--- config.mk ---
export PLATFORM = sky130hd
export DESIGN_NAME = irq_bank_ctrl
export DESIGN_NICKNAME = d
export VERILOG_FILES = /design/src/rtl/irq_pkg.sv /design/src/rtl/irq_addr_dec.sv /design/src/rtl/irq_bank.sv /design/src/rtl/irq_prio_enc.sv /design/src/rtl/irq_bank_ctrl.sv
export SDC_FILE = /design/constraint.sdc
export NUM_CORES = 2
export LEC_CHECK = 0
export ABC_CLOCK_PERIOD_IN_PS = 3800
export BUFFER_PORTS_ARGS = -buffer_cell sky130_fd_sc_hd__buf_2
export CORE_ASPECT_RATIO = 1.75
export CORE_UTILIZATION = 65
export CTS_BUF_LIST = sky130_fd_sc_hd__clkbuf_8
export CTS_CLUSTER_SIZE = 14
export DETAILED_ROUTE_END_ITERATION = 7
export PLACE_DENSITY = 0.83
export SYNTH_ARGS = -nofsm -noshare
export SYNTH_HDL_FRONTEND = slang
export SYNTH_SLANG_ARGS = --single-unit
--- constraint.sdc ---
create_clock -name clk -period 3.8 [get_ports clk]
set_clock_uncertainty 0.15 [all_clocks]
set_input_delay 0 -clock clk [delete_from_list [all_inputs] [get_ports clk]]
set_output_delay 0 -clock clk [all_outputs]
set_load 0.02 [all_outputs]
--- src/rtl/irq_pkg.sv ---
package irq_pkg;
  typedef enum logic [2:0] {
    RK_STAT  = 3'd0,
    RK_EN    = 3'd1,
    RK_OUT   = 3'd2,
    RK_ROUTE = 3'd3,
    RK_MCTL  = 3'd4,
    RK_NONE  = 3'd7
  } reg_kind_e;

  localparam int OFF_STAT  = 'h00;
  localparam int OFF_EN    = 'h08;
  localparam int OFF_OUT   = 'h10;
  localparam int OFF_ROUTE = 'h18;
  localparam int OFF_MCTL  = 'h20;

  function automatic reg_kind_e kind_of(input int off);
    case (off)
      OFF_STAT:  return RK_STAT;
      OFF_EN:    return RK_EN;
      OFF_OUT:   return RK_OUT;
      OFF_ROUTE: return RK_ROUTE;
      OFF_MCTL:  return RK_MCTL;
      default:   return RK_NONE;
    endcase
  endfunction
endpackage

--- src/rtl/irq_addr_dec.sv ---
module irq_addr_dec #(
  parameter int NBANK  = 5,
  parameter int AW     = 8,
  parameter int STRIDE = 40,
  parameter int BW     = 3
) (
  input  logic [AW-1:0]         addr,
  output logic [NBANK-1:0]      hit,
  output logic [BW-1:0]         bank,
  output irq_pkg::reg_kind_e    kind
);
  always_comb begin
    hit  = '0;
    bank = '0;
    kind = irq_pkg::RK_NONE;
    for (int b = 0; b < NBANK; b++) begin
      if ((int'(addr) >= b*STRIDE) && (int'(addr) < (b+1)*STRIDE)) begin
        hit[b] = 1'b1;
        bank   = BW'(b);
        kind   = irq_pkg::kind_of(int'(addr) - b*STRIDE);
      end
    end
  end
endmodule

--- src/rtl/irq_bank.sv ---
module irq_bank #(
  parameter int NSRC = 32
) (
  input  logic            clk,
  input  logic            rst_n,
  input  logic [NSRC-1:0] src,
  input  logic            wr_stat,
  input  logic            wr_en,
  input  logic            wr_route,
  input  logic            wr_mctl,
  input  logic [NSRC-1:0] wdata,
  output logic [NSRC-1:0] stat_q,
  output logic [NSRC-1:0] en_q,
  output logic [NSRC-1:0] route_q,
  output logic [NSRC-1:0] mctl_q,
  output logic [NSRC-1:0] out_stat,
  output logic            irq
);
  logic [NSRC-1:0] clr_mask;
  logic [NSRC-1:0] stat_d;

  assign clr_mask = wr_stat ? wdata : '0;
  assign stat_d   = (stat_q & ~clr_mask) | src;
  assign out_stat = stat_q & en_q;
  assign irq      = |out_stat;

  always_ff @(posedge clk or negedge rst_n) begin
    if (!rst_n) begin
      stat_q  <= '0;
      en_q    <= '0;
      route_q <= '0;
      mctl_q  <= '0;
    end else begin
      stat_q <= stat_d;
      if (wr_en)    en_q    <= wdata;
      if (wr_route) route_q <= wdata;
      if (wr_mctl)  mctl_q  <= wdata;
    end
  end
endmodule

--- src/rtl/irq_prio_enc.sv ---
module irq_prio_enc #(
  parameter int NSRC = 32,
  parameter int IW   = 5
) (
  input  logic [NSRC-1:0] vec,
  output logic [IW-1:0]   idx,
  output logic            vld
);
  always_comb begin
    idx = '0;
    for (int i = 0; i < NSRC; i++) begin
      if (vec[i]) idx = IW'(i);
    end
  end
  assign vld = |vec;
endmodule

--- src/rtl/irq_bank_ctrl.sv ---
module irq_bank_ctrl #(
  parameter int NBANK  = 5,
  parameter int NSRC   = 32,
  parameter int AW     = 8,
  parameter int STRIDE = 40,
  parameter int IW     = $clog2(NSRC)
) (
  input  logic                  clk,
  input  logic                  rst_n,
  input  logic [NBANK*NSRC-1:0] src_i,
  input  logic                  cfg_wr,
  input  logic                  cfg_rd,
  input  logic [AW-1:0]         cfg_addr,
  input  logic [NSRC-1:0]       cfg_wdata,
  output logic [NSRC-1:0]       cfg_rdata,
  output logic                  cfg_rvalid,
  output logic [NBANK-1:0]      irq_o,
  output logic [NBANK*IW-1:0]   top_idx_o,
  output logic [NBANK-1:0]      top_vld_o
);
  localparam int BW = (NBANK > 1) ? $clog2(NBANK) : 1;

  logic [NBANK-1:0]   hit;
  logic [BW-1:0]      sel_bank;
  irq_pkg::reg_kind_e sel_kind;

  logic [NSRC-1:0] stat_a  [NBANK];
  logic [NSRC-1:0] en_a    [NBANK];
  logic [NSRC-1:0] route_a [NBANK];
  logic [NSRC-1:0] mctl_a  [NBANK];
  logic [NSRC-1:0] out_a   [NBANK];

  logic [NBANK*NSRC-1:0] stat_flat;
  logic [NBANK*NSRC-1:0] out_flat;

  irq_addr_dec #(.NBANK(NBANK), .AW(AW), .STRIDE(STRIDE), .BW(BW)) u_dec (
    .addr (cfg_addr),
    .hit  (hit),
    .bank (sel_bank),
    .kind (sel_kind)
  );

  for (genvar b = 0; b < NBANK; b++) begin : g_bank
    logic wsel;
    assign wsel = cfg_wr & hit[b];

    irq_bank #(.NSRC(NSRC)) u_bank (
      .clk      (clk),
      .rst_n    (rst_n),
      .src      (src_i[b*NSRC +: NSRC]),
      .wr_stat  (wsel && (sel_kind == irq_pkg::RK_STAT)),
      .wr_en    (wsel && (sel_kind == irq_pkg::RK_EN)),
      .wr_route (wsel && (sel_kind == irq_pkg::RK_ROUTE)),
      .wr_mctl  (wsel && (sel_kind == irq_pkg::RK_MCTL)),
      .wdata    (cfg_wdata),
      .stat_q   (stat_a[b]),
      .en_q     (en_a[b]),
      .route_q  (route_a[b]),
      .mctl_q   (mctl_a[b]),
      .out_stat (out_a[b]),
      .irq      (irq_o[b])
    );

    irq_prio_enc #(.NSRC(NSRC), .IW(IW)) u_enc (
      .vec (out_a[b]),
      .idx (top_idx_o[b*IW +: IW]),
      .vld (top_vld_o[b])
    );

    assign stat_flat[b*NSRC +: NSRC] = stat_a[b];
    assign out_flat[b*NSRC +: NSRC]  = out_a[b];
  end

  logic [NSRC-1:0] rd_word;
  always_comb begin
    rd_word = '0;
    if (|hit) begin
      case (sel_kind)
        irq_pkg::RK_STAT:  rd_word = stat_a[sel_bank];
        irq_pkg::RK_EN:    rd_word = en_a[sel_bank];
        irq_pkg::RK_OUT:   rd_word = out_a[sel_bank];
        irq_pkg::RK_ROUTE: rd_word = route_a[sel_bank];
        irq_pkg::RK_MCTL:  rd_word = mctl_a[sel_bank];
        default:           rd_word = '0;
      endcase
    end
  end

  always_ff @(posedge clk or negedge rst_n) begin
    if (!rst_n) begin
      cfg_rdata  <= '0;
      cfg_rvalid <= 1'b0;
    end else begin
      cfg_rvalid <= cfg_rd;
      if (cfg_rd) cfg_rdata <= rd_word;
    end
  end
endmodule

==> impl_metrics.tcl, run 1 <==
set metrics [dict create \
    dp_slack_ps -110 \
    synth-seq-cells 673 \
    cts_max_level 3 \
    flow.stopped_at "global routing (5_1_grt)" \
    yosys.cell_count.top_type "dfrtp_1" \
    first_global_vias 41589 \
    numCtsBuffers 96 \
    die_h_um 309 \
    grt_max_degree 116 \
    clockBufferDepth 3 \
    synthFlopType "dfrtp_1" \
    netlist_area_sq_um 35100 \
    hpwlAfterDp_mm 103 \
    rows 112 \
    top_level_ports 272 \
    yosysTopAreaCellShare_pct 48.0 \
    ys_seq_area_share_pct 48.0 \
    grt_remaining_overflow 86 \
    grt_use_total_pct 72.9 \
    synthTopCellsByCount "673 x dfrtp_1, 635 x nand2_1, 540 x mux2_2" \
    placed_area_sq_um 38100 \
    grt_pass1_wl_mm 287 \
    synth_area_leaders "dfrtp_1 48%, mux2_2 17%, nand2_1 6.8%" \
    place.gp.congestion 1.16 \
    ctsHoldBuffers 518 \
    synthCells 3365 \
    clockRootBuffer "clkbuf_8" \
    async_flop_share_pct 100 \
    synth_nets 3578 \
    status "did not finish" \
    die_x_um 178 \
    clkSinkCount 673 \
    initial_core_util_pct 65.9 \
    synth.avg_cell_area_sq_um 10.4 \
    postCtsSetupBuffers 0 \
    synth-edff-count 0 \
    portBuffers 271 \
    yosys.area.top_type "dfrtp_1" \
    synth_cell_types 84 \
    postCtsResizedCells 0 \
    yosys_warnings 0 \
    error_line "[ERROR GRT-0116] Global routing finished with congestion. Check the congestion regions in the DRC Viewer." \
]
metrics by stage:
| step | hold slack (ps) | TNS [ps] | instances |
|---|---|---|---|
| floorplan | -446 | 0 | 3365 |
| global placement | 21.5 | -2790 | 4211 |
| detailed placement | 30.7 | -10080 | 4211 |
| CTS | 83.5 | 0 | 4899 |
kinds of logic after synthesis:
family,count (synthesis),share of synthesized area [%]
and+or+nand+nor,996,12.1
adders and majority gates,9,0.321
buffers and inverters,285,3.80
muxes,637,20.3
xor gates and xnor gates,4,0.0999
DFF,673,48.0
AOI/OAI and AO/OA,761,15.3
routing by layer:
layer	global-route usage (%)	GRT overflow
met1	75.2	0
met2	93.0	45
met3	50.6	2
met4	74.2	39
met5	7.43	0
==> run 2, diff against run 1 <==
- CORE_ASPECT_RATIO: 1.75 -> default
- CORE_UTILIZATION: 65 -> 40
- CTS_BUF_LIST: sky130_fd_sc_hd__clkbuf_8 -> default
- CTS_CLUSTER_SIZE: 14 -> default
- PLACE_DENSITY: 0.83 -> default
- PLACE_DENSITY_LB_ADDON: default -> 0.15
==> impl_metrics.tcl, run 2 <==
set metrics [dict create \
    fin_ws_ps -84.7 \
    coreArea_sq_um 86800 \
    worstSetupPathType "reg -> out" \
    synth-edff-count 0 \
    yosysTopAreaCellShare_pct 48.0 \
    stdcell_area_sq_um 46700 \
    synth_xor_area_share_pct 0.0999 \
    status "finished, violations left" \
    yosys_warnings 0 \
    wl_mm 149 \
    synthTopCellsByCount "673 x dfrtp_1, 635 x nand2_1, 540 x mux2_2" \
    start_kind "flop" \
    synthCells 3365 \
    portBuffers 271 \
    place.gp.congestion 0.937 \
    power.switching_uw 7150 \
    die_x_um 298 \
    layout_common_cells "673 x dfrtp_1, 631 x nand2_1, 540 x mux2_2, 516 x dlygate4sd3_1, 270 x buf_2" \
    worst_slew_pin_slew_ps 1010 \
    combPwrFrac_pct 25.7 \
    synth_cell_types 84 \
    multi_input_area_sq_um 17100 \
    numCtsBuffers 78 \
    fin_cells 5352 \
    initial_core_util_pct 40.4 \
    detail_route.vias_per_cell 5.91 \
    synth.avg_cell_area_sq_um 10.4 \
    seq_area_sq_um 16800 \
    hpwlAfterDp_mm 98.6 \
    yosys.cell_count.top_type "dfrtp_1" \
    nNetsFinal 4351 \
    cap_violations 0 \
    power_uw 21800 \
    hold_slack_ps 247 \
    synth_compound_area_share_pct 15.3 \
    top_level_ports 272 \
    yosys.area.top_type "dfrtp_1" \
    filler_cell_count 7716 \
    cp_max_fo 4 \
    grt_use_total_pct 33.3 \
    cp.arrival_ps 3730 \
    die_h_um 298 \
    period_share_pct 102 \
    synth_top_family_by_area "multiplexers" \
    antenna_left 0 \
    firstDrtPassIters 6 \
    clockPowerShare_pct 36.0 \
    p_sw_share_pct 32.7 \
    placed_area_sq_um 38800 \
    required_ps 3650 \
    fmax_mhz 257 \
    drt_iter0_markers 3249 \
    p_leak_uw 0.0198 \
    ir_drop_mv 0.355 \
    power_frac_seq_pct 38.3 \
    synth-seq-cells 673 \
    drive_gt1_share_pct 28.0 \
    setup_viol_count_final 4 \
    grt_antenna_before_repair 3 \
    rows 108 \
    r2r_slack_ps 1620 \
    wl_per_cell_um 27.9 \
    clock_latency_ps 640 \
    synthFlopType "dfrtp_1" \
    min_path_type "in -> reg" \
    async_flop_share_pct 100 \
    endpoint_kind "output port" \
    syn2layout_area_growth_pct 33.1 \
    synth_area_leaders "dfrtp_1 48%, mux2_2 17%, nand2_1 6.8%" \
    num_antenna_cells 0 \
    clockBufferDepth 3 \
    cts_max_level 3 \
    yosys.area_share.simple_pct 12.1 \
    grt_remaining_overflow 0 \
    muxShareOfSynthArea_pct 20.3 \
    cts_tree "done" \
    clockRootBuffer "clkbuf_16" \
    finalSetupTns_ps -137 \
    slew_viol_final 0 \
    synth_nets 3578 \
    intPower_uw 14700 \
    dp.cells 4695 \
    ys_seq_area_share_pct 48.0 \
    first_global_vias 31456 \
    finalCriticalPeriod_ps 3880 \
    grt_pass1_wl_mm 218 \
    drc_errors 0 \
    clk_pin_slew_ps 60 \
    p_per_area_nw_per_um2 468 \
    netlist_area_sq_um 35100 \
    synth_fa_ha_area_share_pct 0.321 \
    grt_max_degree 101 \
    rsz0062_at_grt "false" \
    num_vias 31633 \
    clkSinkCount 673 \
    failed_checks "negative setup slack" \
    die-area_sq_um 88900 \
    hold_viol 0 \
    final_common_cell "dfrtp_1" \
    relSlewSlack_pct 32.2 \
]
## run 2: cell counts after synthesis
No cell type changed its count.
## run 2: area by class of cell
class | count | share of cell area (%)
well taps | 1155 | 3.10
flip-flops and latches | 673 | 36.1
clock buffers | 110 | 4.81
repair buffers | 962 | 18.3
inverters | 16 | 0.129
multi-input cells | 2407 | 36.7
clock inverters | 29 | 0.804
## run 2: kinds of logic after synthesis
family                     Yosys count
xor gates and xnor gates             4
adders and majority gates            9
muxes                              637
buffers and inverters              285
DFF                                673
AOI/OAI and AO/OA                  761
and+or+nand+nor                    996
## run 2: power groups by stage
stage / Sequential (uW) / Combinational, uW / Clock (uW)
5_1_grt: 8460 / 5870 / 8220
6_report: 8360 / 5610 / 7870
2_1_floorplan: 8340 / 2960 / 0
3_5_place_dp: 8470 / 5120 / 0
3_3_place_gp: 8460 / 5100 / 0
4_1_cts: 8350 / 5440 / 7960
## run 2: metal layers
| metal | global-route usage (%) | vias up | part of all wire (%) |
|---|---|---|---|
| met4 | 12.3 | 4 | 3.9 |
| met1 | 46.6 | 16005 | 43 |
| li1 | - | 13727 | - |
| met2 | 50.5 | 1601 | 44 |
| met5 | 0 | - | 0.019 |
| met3 | 6.97 | 296 | 8.9 |
## run 2: metrics by stage
| stage | worst slack (ps) | util, % |
|---|---|---|
| 2_1_floorplan | 366 | - |
| 3_3_place_gp | -33.1 | 44.8 |
| 3_5_place_dp | 3.61 | 44.8 |
| 4_1_cts | 11.3 | 53.8 |
| 5_1_grt | 11.1 | 53.8 |
| 6_report | -84.7 | 53.8 |
## run 2: critical path, cell delays in order, from the launching register on
cell,delay [ps]
dfrtp_1,410
nand2_1,140
a32o_1,290
a22o_1,200
a21boi_0,330
o21ai_1,240
a21boi_1,330
o2111ai_1,290
a21oi_1,250
buf_4,190
o221ai_1,200
buf_2,220
## run 2: final timing paths
kind                                              from                          end  cells after the start
max in group asynchronous                        rst_n  g_bank[3].u_bank.route_q[6]                      4
min reg2reg                g_bank[2].u_bank.mctl_q[20]  g_bank[2].u_bank.mctl_q[20]                      1
min                                       cfg_wdata[3]     g_bank[2].u_bank.en_q[3]                      4
max reg2reg                g_bank[0].u_bank.route_q[7]                 cfg_rdata[7]                      6
min in group asynchronous                        rst_n  g_bank[2].u_bank.route_q[4]                      3
max                         g_bank[0].u_bank.stat_q[2]                 top_idx_o[0]                     11
## run 2: what timing repair did
item / 4_1_cts / 5_1_grt
endpoints found under the hold margin: 892 / 0
hold buffers: 517 / 0
setup endpoints to repair: 2 / 29
setup buffers: 0 / 1
gates resized for setup: 2 / 4
pin swaps: 0 / 1
(Power assumes the default switching activity.)
